File: config.mk
export PLATFORM = sky130hd
export DESIGN_NAME = fir_mac_engine
export DESIGN_NICKNAME = d
export VERILOG_FILES = /design/src/rtl/fir_pkg.sv /design/src/rtl/fir_data_mem.sv /design/src/rtl/fir_coef_mem.sv /design/src/rtl/fir_seq.sv /design/src/rtl/fir_mac.sv /design/src/rtl/fir_mac_engine.sv
export SDC_FILE = /design/constraint.sdc
export NUM_CORES = 2
export LEC_CHECK = 0
export BUFFER_PORTS_ARGS = -buffer_cell sky130_fd_sc_hd__clkbuf_2
export CAP_MARGIN = 20
export CORE_ASPECT_RATIO = 0.8
export CORE_UTILIZATION = 58
export CTS_CLUSTER_DIAMETER = 60
export DETAILED_ROUTE_END_ITERATION = 10
export PLACE_DENSITY = 0.74
export SKIP_CTS_REPAIR_TIMING = 1
export SYNTH_ARGS = -nofsm -noshare
export SYNTH_HDL_FRONTEND = slang
export SYNTH_HIERARCHICAL = 1
export SYNTH_SLANG_ARGS = --single-unit
export TNS_END_PERCENT = 1
File: constraint.sdc
create_clock -name clk_i -period 6.5 [get_ports clk_i]
set_input_delay 1.3 -clock clk_i [delete_from_list [all_inputs] [get_ports clk_i]]
set_output_delay 1.3 -clock clk_i [all_outputs]
set_load 0.02 [all_outputs]
File: src/rtl/fir_pkg.sv
package fir_pkg;
  localparam int unsigned DATA_W = 16;
  localparam int unsigned COEF_W = 20;
  localparam int unsigned PRE_W  = DATA_W + 1;
  localparam int unsigned PROD_W = PRE_W + COEF_W;
  localparam int unsigned GUARD_W = 6;
  localparam int unsigned ACC_W  = PROD_W + GUARD_W;

  typedef enum logic [1:0] {
    SYM_EVEN     = 2'd0,
    SYM_ODD      = 2'd1,
    SYM_NONE     = 2'd2,
    SYM_NONE_ALT = 2'd3
  } sym_mode_e;

  typedef struct packed {
    logic first;
    logic last;
    logic zero_old;
    logic sub;
    logic clr;
  } tap_ctl_t;
endpackage

File: src/rtl/fir_data_mem.sv
module fir_data_mem import fir_pkg::*; #(
  parameter int unsigned DEPTH    = 32,
  parameter int unsigned TAPS_MAX = 16,
  parameter int unsigned HCNT_W   = 4,
  localparam int unsigned PTR_W   = $clog2(DEPTH),
  localparam int unsigned FILL_W  = $clog2(TAPS_MAX) + 1
) (
  input  logic              clk_i,
  input  logic              rst_ni,
  input  logic              we_i,
  input  logic [DATA_W-1:0] wdata_i,
  input  logic [HCNT_W-1:0] half_taps_i,
  input  logic [PTR_W-1:0]  rd_new_addr_i,
  input  logic [PTR_W-1:0]  rd_old_addr_i,
  output logic [PTR_W-1:0]  wp_o,
  output logic              fill_ok_o,
  output logic [DATA_W-1:0] rd_new_o,
  output logic [DATA_W-1:0] rd_old_o
);
  logic [DATA_W-1:0] mem_q [DEPTH];
  logic [PTR_W-1:0]  wp_q;
  logic [FILL_W-1:0] fill_q;
  logic [FILL_W:0]   fill_inc;
  logic [FILL_W:0]   fill_need;

  always_ff @(posedge clk_i or negedge rst_ni) begin
    if (!rst_ni) begin
      wp_q   <= '0;
      fill_q <= '0;
    end else if (we_i) begin
      wp_q <= wp_q + 1'b1;
      if (fill_q != FILL_W'(TAPS_MAX)) fill_q <= fill_q + 1'b1;
    end
  end

  always_ff @(posedge clk_i) begin
    if (we_i) mem_q[wp_q] <= wdata_i;
  end

  // history counts the sample being written in this cycle
  assign fill_inc  = {1'b0, fill_q} + (FILL_W+1)'(1);
  assign fill_need = (FILL_W+1)'({half_taps_i, 1'b0});
  assign fill_ok_o = fill_inc >= fill_need;

  assign wp_o     = wp_q;
  assign rd_new_o = mem_q[rd_new_addr_i];
  assign rd_old_o = mem_q[rd_old_addr_i];
endmodule

File: src/rtl/fir_coef_mem.sv
module fir_coef_mem import fir_pkg::*; #(
  parameter int unsigned ENTRIES = 8,
  localparam int unsigned ADR_W  = $clog2(ENTRIES)
) (
  input  logic              clk_i,
  input  logic              we_i,
  input  logic [ADR_W-1:0]  waddr_i,
  input  logic [COEF_W-1:0] wdata_i,
  input  logic [ADR_W-1:0]  raddr_i,
  output logic [COEF_W-1:0] rdata_o
);
  logic [COEF_W-1:0] mem_q [ENTRIES];

  always_ff @(posedge clk_i) begin
    if (we_i) mem_q[waddr_i] <= wdata_i;
  end

  assign rdata_o = mem_q[raddr_i];
endmodule

File: src/rtl/fir_seq.sv
module fir_seq import fir_pkg::*; #(
  parameter int unsigned HCNT_W = 4,
  parameter int unsigned PTR_W  = 5,
  parameter int unsigned RATE_W = 4,
  parameter int unsigned CADR_W = 3
) (
  input  logic              clk_i,
  input  logic              rst_ni,
  input  logic              smp_vld_i,
  input  logic              fill_ok_i,
  input  logic              en_i,
  input  logic [RATE_W-1:0] rate_i,
  input  logic [HCNT_W-1:0] half_taps_i,
  input  logic              odd_len_i,
  input  logic [1:0]        sym_mode_i,
  input  logic              acc_clr_i,
  input  logic [PTR_W-1:0]  wp_i,
  output logic              busy_o,
  output logic              iss_v_o,
  output tap_ctl_t          ctl_o,
  output logic [PTR_W-1:0]  rd_new_addr_o,
  output logic [PTR_W-1:0]  rd_old_addr_o,
  output logic [CADR_W-1:0] coef_addr_o,
  output logic              overrun_o
);
  logic [RATE_W-1:0] phase_q;
  logic              busy_q;
  logic [HCNT_W-1:0] k_q;
  logic [HCNT_W-1:0] h_q;
  logic [PTR_W-1:0]  base_q;
  logic              odd_q;
  logic              clr_q;
  sym_mode_e         mode_q;
  logic              ovr_q;

  logic              due, go, start, last;
  logic [HCNT_W:0]   span;

  assign due   = smp_vld_i && (phase_q == rate_i);
  assign go    = due && en_i && fill_ok_i;
  assign start = go && !busy_q;
  assign last  = (k_q == h_q - 1'b1);

  always_ff @(posedge clk_i or negedge rst_ni) begin
    if (!rst_ni) begin
      phase_q <= '0;
      busy_q  <= 1'b0;
      k_q     <= '0;
      h_q     <= '0;
      base_q  <= '0;
      odd_q   <= 1'b0;
      clr_q   <= 1'b0;
      mode_q  <= SYM_EVEN;
      ovr_q   <= 1'b0;
    end else begin
      if (smp_vld_i) phase_q <= due ? '0 : phase_q + 1'b1;
      if (go && busy_q) ovr_q <= 1'b1;
      if (start) begin
        busy_q <= 1'b1;
        k_q    <= '0;
        base_q <= wp_i;
        h_q    <= half_taps_i;
        odd_q  <= odd_len_i;
        mode_q <= sym_mode_e'(sym_mode_i);
        clr_q  <= acc_clr_i;
      end else if (busy_q) begin
        if (last) busy_q <= 1'b0;
        else      k_q    <= k_q + 1'b1;
      end
    end
  end

  // span = filter length minus one
  assign span = odd_q ? ({h_q, 1'b0} - (HCNT_W+1)'(2))
                      : ({h_q, 1'b0} - (HCNT_W+1)'(1));

  assign rd_new_addr_o = base_q - PTR_W'(k_q);
  assign rd_old_addr_o = base_q - PTR_W'(span - {1'b0, k_q});
  assign coef_addr_o   = CADR_W'(k_q);

  assign ctl_o.first    = (k_q == '0);
  assign ctl_o.last     = last;
  assign ctl_o.zero_old = (mode_q == SYM_NONE) || (mode_q == SYM_NONE_ALT) || (odd_q && last);
  assign ctl_o.sub      = (mode_q == SYM_ODD);
  assign ctl_o.clr      = clr_q;

  assign busy_o    = busy_q;
  assign iss_v_o   = busy_q;
  assign overrun_o = ovr_q;
endmodule

File: src/rtl/fir_mac.sv
module fir_mac import fir_pkg::*; (
  input  logic              clk_i,
  input  logic              rst_ni,
  input  logic              iss_v_i,
  input  tap_ctl_t          ctl_i,
  input  logic [DATA_W-1:0] new_i,
  input  logic [DATA_W-1:0] old_i,
  input  logic [COEF_W-1:0] coef_i,
  output logic [ACC_W-1:0]  y_o,
  output logic              y_vld_o
);
  // stage 1: operand capture
  logic              v1_q, first1_q, last1_q, sub1_q, clr1_q;
  logic [DATA_W-1:0] a1_q, b1_q;
  logic [COEF_W-1:0] c1_q;
  // stage 2: pre-adder
  logic                     v2_q, first2_q, last2_q, clr2_q;
  logic signed [PRE_W-1:0]  pre2_q;
  logic signed [COEF_W-1:0] c2_q;
  // stage 3: multiplier
  logic                     v3_q, first3_q, last3_q, clr3_q;
  logic signed [PROD_W-1:0] prod3_q;
  // stage 4: accumulator
  logic [ACC_W-1:0] acc_q, y_q, prod_x, sum;
  logic             y_vld_q;

  logic [PRE_W-1:0] a_x, b_x;
  assign a_x = {a1_q[DATA_W-1], a1_q};
  assign b_x = {b1_q[DATA_W-1], b1_q};

  assign prod_x = {{GUARD_W{prod3_q[PROD_W-1]}}, prod3_q};
  assign sum    = (first3_q || clr3_q) ? prod_x : acc_q + prod_x;

  always_ff @(posedge clk_i or negedge rst_ni) begin
    if (!rst_ni) begin
      v1_q <= 1'b0; first1_q <= 1'b0; last1_q <= 1'b0; sub1_q <= 1'b0; clr1_q <= 1'b0;
      a1_q <= '0; b1_q <= '0; c1_q <= '0;
      v2_q <= 1'b0; first2_q <= 1'b0; last2_q <= 1'b0; clr2_q <= 1'b0;
      pre2_q <= '0; c2_q <= '0;
      v3_q <= 1'b0; first3_q <= 1'b0; last3_q <= 1'b0; clr3_q <= 1'b0;
      prod3_q <= '0;
      acc_q <= '0; y_q <= '0; y_vld_q <= 1'b0;
    end else begin
      v1_q     <= iss_v_i;
      first1_q <= ctl_i.first;
      last1_q  <= ctl_i.last;
      sub1_q   <= ctl_i.sub;
      clr1_q   <= ctl_i.clr;
      a1_q     <= new_i;
      b1_q     <= ctl_i.zero_old ? '0 : old_i;
      c1_q     <= coef_i;

      v2_q     <= v1_q;
      first2_q <= first1_q;
      last2_q  <= last1_q;
      clr2_q   <= clr1_q;
      pre2_q   <= sub1_q ? (a_x - b_x) : (a_x + b_x);
      c2_q     <= c1_q;

      v3_q     <= v2_q;
      first3_q <= first2_q;
      last3_q  <= last2_q;
      clr3_q   <= clr2_q;
      prod3_q  <= pre2_q * c2_q;

      y_vld_q <= v3_q && last3_q;
      if (v3_q) begin
        acc_q <= sum;
        if (last3_q) y_q <= sum;
      end
    end
  end

  assign y_o     = y_q;
  assign y_vld_o = y_vld_q;
endmodule

File: src/rtl/fir_mac_engine.sv
module fir_mac_engine import fir_pkg::*; #(
  parameter int unsigned HALF_MAX  = 8,
  parameter int unsigned RATE_W    = 4,
  localparam int unsigned TAPS_MAX = 2 * HALF_MAX,
  localparam int unsigned DEPTH    = 2 * TAPS_MAX,
  localparam int unsigned PTR_W    = $clog2(DEPTH),
  localparam int unsigned HCNT_W   = $clog2(HALF_MAX) + 1,
  localparam int unsigned CADR_W   = $clog2(HALF_MAX)
) (
  input  logic              clk_i,
  input  logic              rst_ni,
  input  logic              smp_vld_i,
  input  logic [DATA_W-1:0] smp_i,
  input  logic              coef_we_i,
  input  logic [CADR_W-1:0] coef_addr_i,
  input  logic [COEF_W-1:0] coef_i,
  input  logic              fir_en_i,
  input  logic [HCNT_W-1:0] half_taps_i,
  input  logic              odd_len_i,
  input  logic [1:0]        sym_mode_i,
  input  logic [RATE_W-1:0] rate_i,
  input  logic              acc_clr_i,
  output logic [ACC_W-1:0]  y_o,
  output logic              y_vld_o,
  output logic              overrun_o
);
  logic [PTR_W-1:0]  wp;
  logic              fill_ok;
  logic [PTR_W-1:0]  rd_new_addr, rd_old_addr;
  logic [DATA_W-1:0] rd_new, rd_old;
  logic [CADR_W-1:0] coef_raddr;
  logic [COEF_W-1:0] coef_rd;
  logic              seq_busy, iss_v;
  tap_ctl_t          tap_ctl;

  fir_data_mem #(.DEPTH(DEPTH), .TAPS_MAX(TAPS_MAX), .HCNT_W(HCNT_W)) u_dmem (
    .clk_i, .rst_ni,
    .we_i(smp_vld_i), .wdata_i(smp_i), .half_taps_i,
    .rd_new_addr_i(rd_new_addr), .rd_old_addr_i(rd_old_addr),
    .wp_o(wp), .fill_ok_o(fill_ok),
    .rd_new_o(rd_new), .rd_old_o(rd_old)
  );

  fir_coef_mem #(.ENTRIES(HALF_MAX)) u_cmem (
    .clk_i, .we_i(coef_we_i), .waddr_i(coef_addr_i), .wdata_i(coef_i),
    .raddr_i(coef_raddr), .rdata_o(coef_rd)
  );

  fir_seq #(.HCNT_W(HCNT_W), .PTR_W(PTR_W), .RATE_W(RATE_W), .CADR_W(CADR_W)) u_seq (
    .clk_i, .rst_ni, .smp_vld_i, .fill_ok_i(fill_ok), .en_i(fir_en_i),
    .rate_i, .half_taps_i, .odd_len_i, .sym_mode_i, .acc_clr_i, .wp_i(wp),
    .busy_o(seq_busy), .iss_v_o(iss_v), .ctl_o(tap_ctl),
    .rd_new_addr_o(rd_new_addr), .rd_old_addr_o(rd_old_addr),
    .coef_addr_o(coef_raddr), .overrun_o
  );

  fir_mac u_mac (
    .clk_i, .rst_ni, .iss_v_i(iss_v), .ctl_i(tap_ctl),
    .new_i(rd_new), .old_i(rd_old), .coef_i(coef_rd),
    .y_o, .y_vld_o
  );
endmodule

==> metrics.md <==
| Metric | Value |
|---|---|
| Number of placement rows | 102 |
| Critical path cell sequence | buf_4, and2_1, fa_1, inv_1, fa_1, fa_1, inv_1, fa_1, fa_1, inv_1, fa_1, inv_1, ha_1, buf_4, nand3_1, nor2_1, nand2_1, nor2_1, or4_4, o311ai_4, a31oi_4, nor4_2, a311o_1 |
| Critical Path Most Common Cell | sky130_fd_sc_hd__fa_1 |
| Async set-reset flop share out of synthesis | between 20 and 30% |
| Source-to-sink clock delay at the later pin of the worst-skew pair | approximately 0.72 ns |
| Max Fanout on Critical Path | 11 |
| Yosys synthesis warning count | 6 |
| Sort of element at the start of the critical path | flop |
| Critical path class | flop to flop |
| Portion of the post-synthesis area used by sequential elements | 47.2% |
| Initial antenna violation count | 9 |
| Distinct cells, synth | approximately 100 |
| Number of primary I/O pins | 101 |
| Number of enable flip-flop cells after synthesis | 672 |
| GRT Residual Overflow | 0 |
| Final net count | 5215 |
| Antenna diode instance count | 0 |
| CTS Sinks | 931 |
| Final critical delay including setup and external delays | 6.25 ns |
| GRT Overall Usage | 27.7% |
| Filler instances | about 7200 |
| # Max-Cap Violations | 0 |
| Data required, critical path | 7.12 ns |
| Period utilization | 96.2% |
| Post-route DRC violation count | 0 |
| Net count of the mapped netlist | 5136 |
| Data arrival time of the critical path | 6.87 ns |
| Via density per instance | 6.02 |
| Setup crit end kind | flop |
| Via count | 36200 |
| Final hold vios | 0 |
| Multi-input gate area | roughly 27000 um^2 |
| Final RePlAce weighted congestion | 0.929 |
| First-pass detailed-route iteration total | 6 |
| Core area | 96600 um^2 |
| Clock Path Buffers | 3 |
| Class of the most critical hold timing path | flop to flop |
| Starting density of the core | 58.5% |
| Finish-stage setup viols | 0 |
| Pin count of the biggest net entering global routing | between 150 and 200 |
| Worst path bufs/invs | 6 |
| Clock tree from TritonCTS | yes |
| Slew at the pin closest to its max-slew limit | 1.06 ns |
| Achievable Freq | between 150 and 200 MHz |
| Count of input and output buffers | 100 |
| Root buffer selected by CTS | sky130_fd_sc_hd__clkbuf_16 |
| Storage element area | roughly 27000 um^2 |
| Clock-pin slew of the registers on the worst-case setup and hold paths | approximately 0.060 ns |
| Vert. Die Dim | approximately 280 um |
| Mean routed wirelength per cell | 22.5 um |
| Relative max-transition margin | 29.7% |
| Number of global-route vias before repair | 36200 |
| Die outline area | 98700 um^2 |
| Largest delay contributor family on the critical path | adder cells |
| First-pass GRT wire length | 209000 um |
| Post-synthesis instance area | 56500 um^2 |
| Outcome | completed |
| DP Wirelength | 92500 um |
| Final number of max-transition violations | 0 |
| Share of cells above drive strength 1 | 11.0% |
| Avg Inst Size Synth | between 10 and 15 um^2 |
| Commonest register cell after synthesis | sky130_fd_sc_hd__edfxtp_1 |
| TNS Setup | 0 ns |
| Commonest cells after routing, fill and taps aside | 672 x sky130_fd_sc_hd__edfxtp_1, 535 x sky130_fd_sc_hd__mux2i_1, 413 x sky130_fd_sc_hd__inv_1 |
| Detailed Route Iter0 Violations | approximately 3700 |
| TritonCTS Buffers | 94 |
| Delay of the slowest critical-path stage | roughly 0.55 ns |
| Post-synthesis cell count | approximately 4600 |
| Total detailed-routing wirelength | between 100000 and 150000 um |
| Antenna violation net count after detailed routing | 0 |
| Area growth, synth to finish | 9.26% |
| Worst setup skew after layout | 0.0527 ns |
| RSZ-0062 raised after global routing | false |
| Number of H-tree branching levels | 3 |
| Die W | 351 um |
| Commonest non-fill, non-tap cell in the layout | sky130_fd_sc_hd__edfxtp_1 |
| Critical Path Slowest Stage Cell | sky130_fd_sc_hd__fa_1 |
| Total of flip-flops plus latches after synthesis | slightly above 900 |
## layout make-up
class	count	area share (%)
well taps	1300	2.63
inverters	415	2.53
clock buffers	116	4.06
clock inverters	56	1.30
multi-input cells	2962	43.5
repair buffers	234	2.76
flip-flops and latches	931	43.2
## registers in the layout, indices dropped and copies added (netlist names), 16 cells and up
signal	cells
u_mac/prod3_q	37
u_dmem/mem_q	512
u_mac/c2_q	20
u_mac/b1_q	16
u_mac/acc_q	43
u_mac/a1_q	16
u_mac/c1_q	20
u_mac/pre2_q	17
u_mac/y_o	43
u_cmem/mem_q	160
## per-layer routing
| layer | up-vias | track usage [%] | part of all wire (%) |
|---|---|---|---|
| met4 | 8 | 7.26 | 2.3 |
| met1 | 18100 | 43.0 | 46 |
| met3 | 227 | 5.39 | 9.0 |
| met5 | - | 0.498 | 0.078 |
| li1 | 16300 | - | - |
| met2 | 1612 | 39.6 | 43 |
## cell usage after synthesis, drive strengths merged, types with 6 or more instances
library cell | count | area [um^2]
edfxtp | 672 | 20200
dfrtp | 259 | 6480
nor2 | 176 | 683
or2 | 14 | 87.6
o21ai | 98 | 494
nor3 | 55 | 285
o21bai | 10 | 86.3
nand2b | 19 | 119
and2 | 181 | 1130
or3 | 19 | 121
o31ai | 12 | 104
o211ai | 11 | 92.6
inv | 414 | 1550
a22oi | 129 | 968
nor2b | 33 | 206
xor2 | 32 | 280
nand4 | 43 | 284
a21oi | 198 | 998
nand3 | 106 | 548
and3 | 12 | 75.1
nand3b | 7 | 52.6
a21boi | 6 | 45.1
ha | 173 | 2160
a22o | 64 | 561
mux4 | 40 | 1050
buf | 127 | 1120
mux2 | 39 | 477
a31oi | 54 | 353
o21a | 16 | 120
a211oi | 12 | 100
nand2 | 337 | 1270
a21o | 33 | 249
xnor2 | 87 | 769
clkbuf | 124 | 473
fa | 348 | 6970
mux2i | 535 | 5360
## worst register-to-register path, delay by kind of cell (launching register included)
family / cells / cell delay [ns]
AO/OA/AOI/OAI: 3 / 0.57
adder cells (fa/ha/maj): 7 / 3.21
AND/OR/NAND/NOR: 7 / 1.27
flip-flops: 1 / 0.51
buffers and inverters: 6 / 0.61
## stage by stage
stage          instance area [um^2]  cells  hold WS (ns)  worst slack, ns  util [%]
6_report                      61700   6014         0.346            0.249      63.9
3_5_place_dp                  58300   5832         0.335          0.00783      60.3
5_1_grt                       61700   6014         0.349          0.00477      63.9
4_1_cts                       61600   6004         0.348          -0.0119      63.7
3_3_place_gp                  58300   5832         0.332           0.0615      60.3
2_1_floorplan                 56500   4559         0.331            0.225         -
## kinds of logic after synthesis
logic type / synth area share, %
buffers and inverters: 5.57
AOI/OAI and AO/OA: 8.03
and+or+nand+nor: 8.98
DFF: 47.2
adders and majority gates: 16.2
muxes: 12.2
xor gates and xnor gates: 1.90
## worst paths after layout
kind                                 start           endpoint  slack, ns  depth (start not counted)
max                        u_mac/pre2_q[7]  u_mac/prod3_q[36]       0.25                         23
min                         u_mac/c1_q[10]     u_mac/c2_q[10]       0.35                          0
max reg2reg                u_mac/pre2_q[7]  u_mac/prod3_q[36]       0.25                         23
min reg2reg                 u_mac/c1_q[10]     u_mac/c2_q[10]       0.35                          0
max in group asynchronous           rst_ni      u_mac/c2_q[5]       4.43                          2
min in group asynchronous           rst_ni   u_dmem/fill_q[4]       0.64                          1
Power is left out: the tool's default activity adds up to more than one toggle a clock period on the data nets, which glitch-free logic cannot reach.
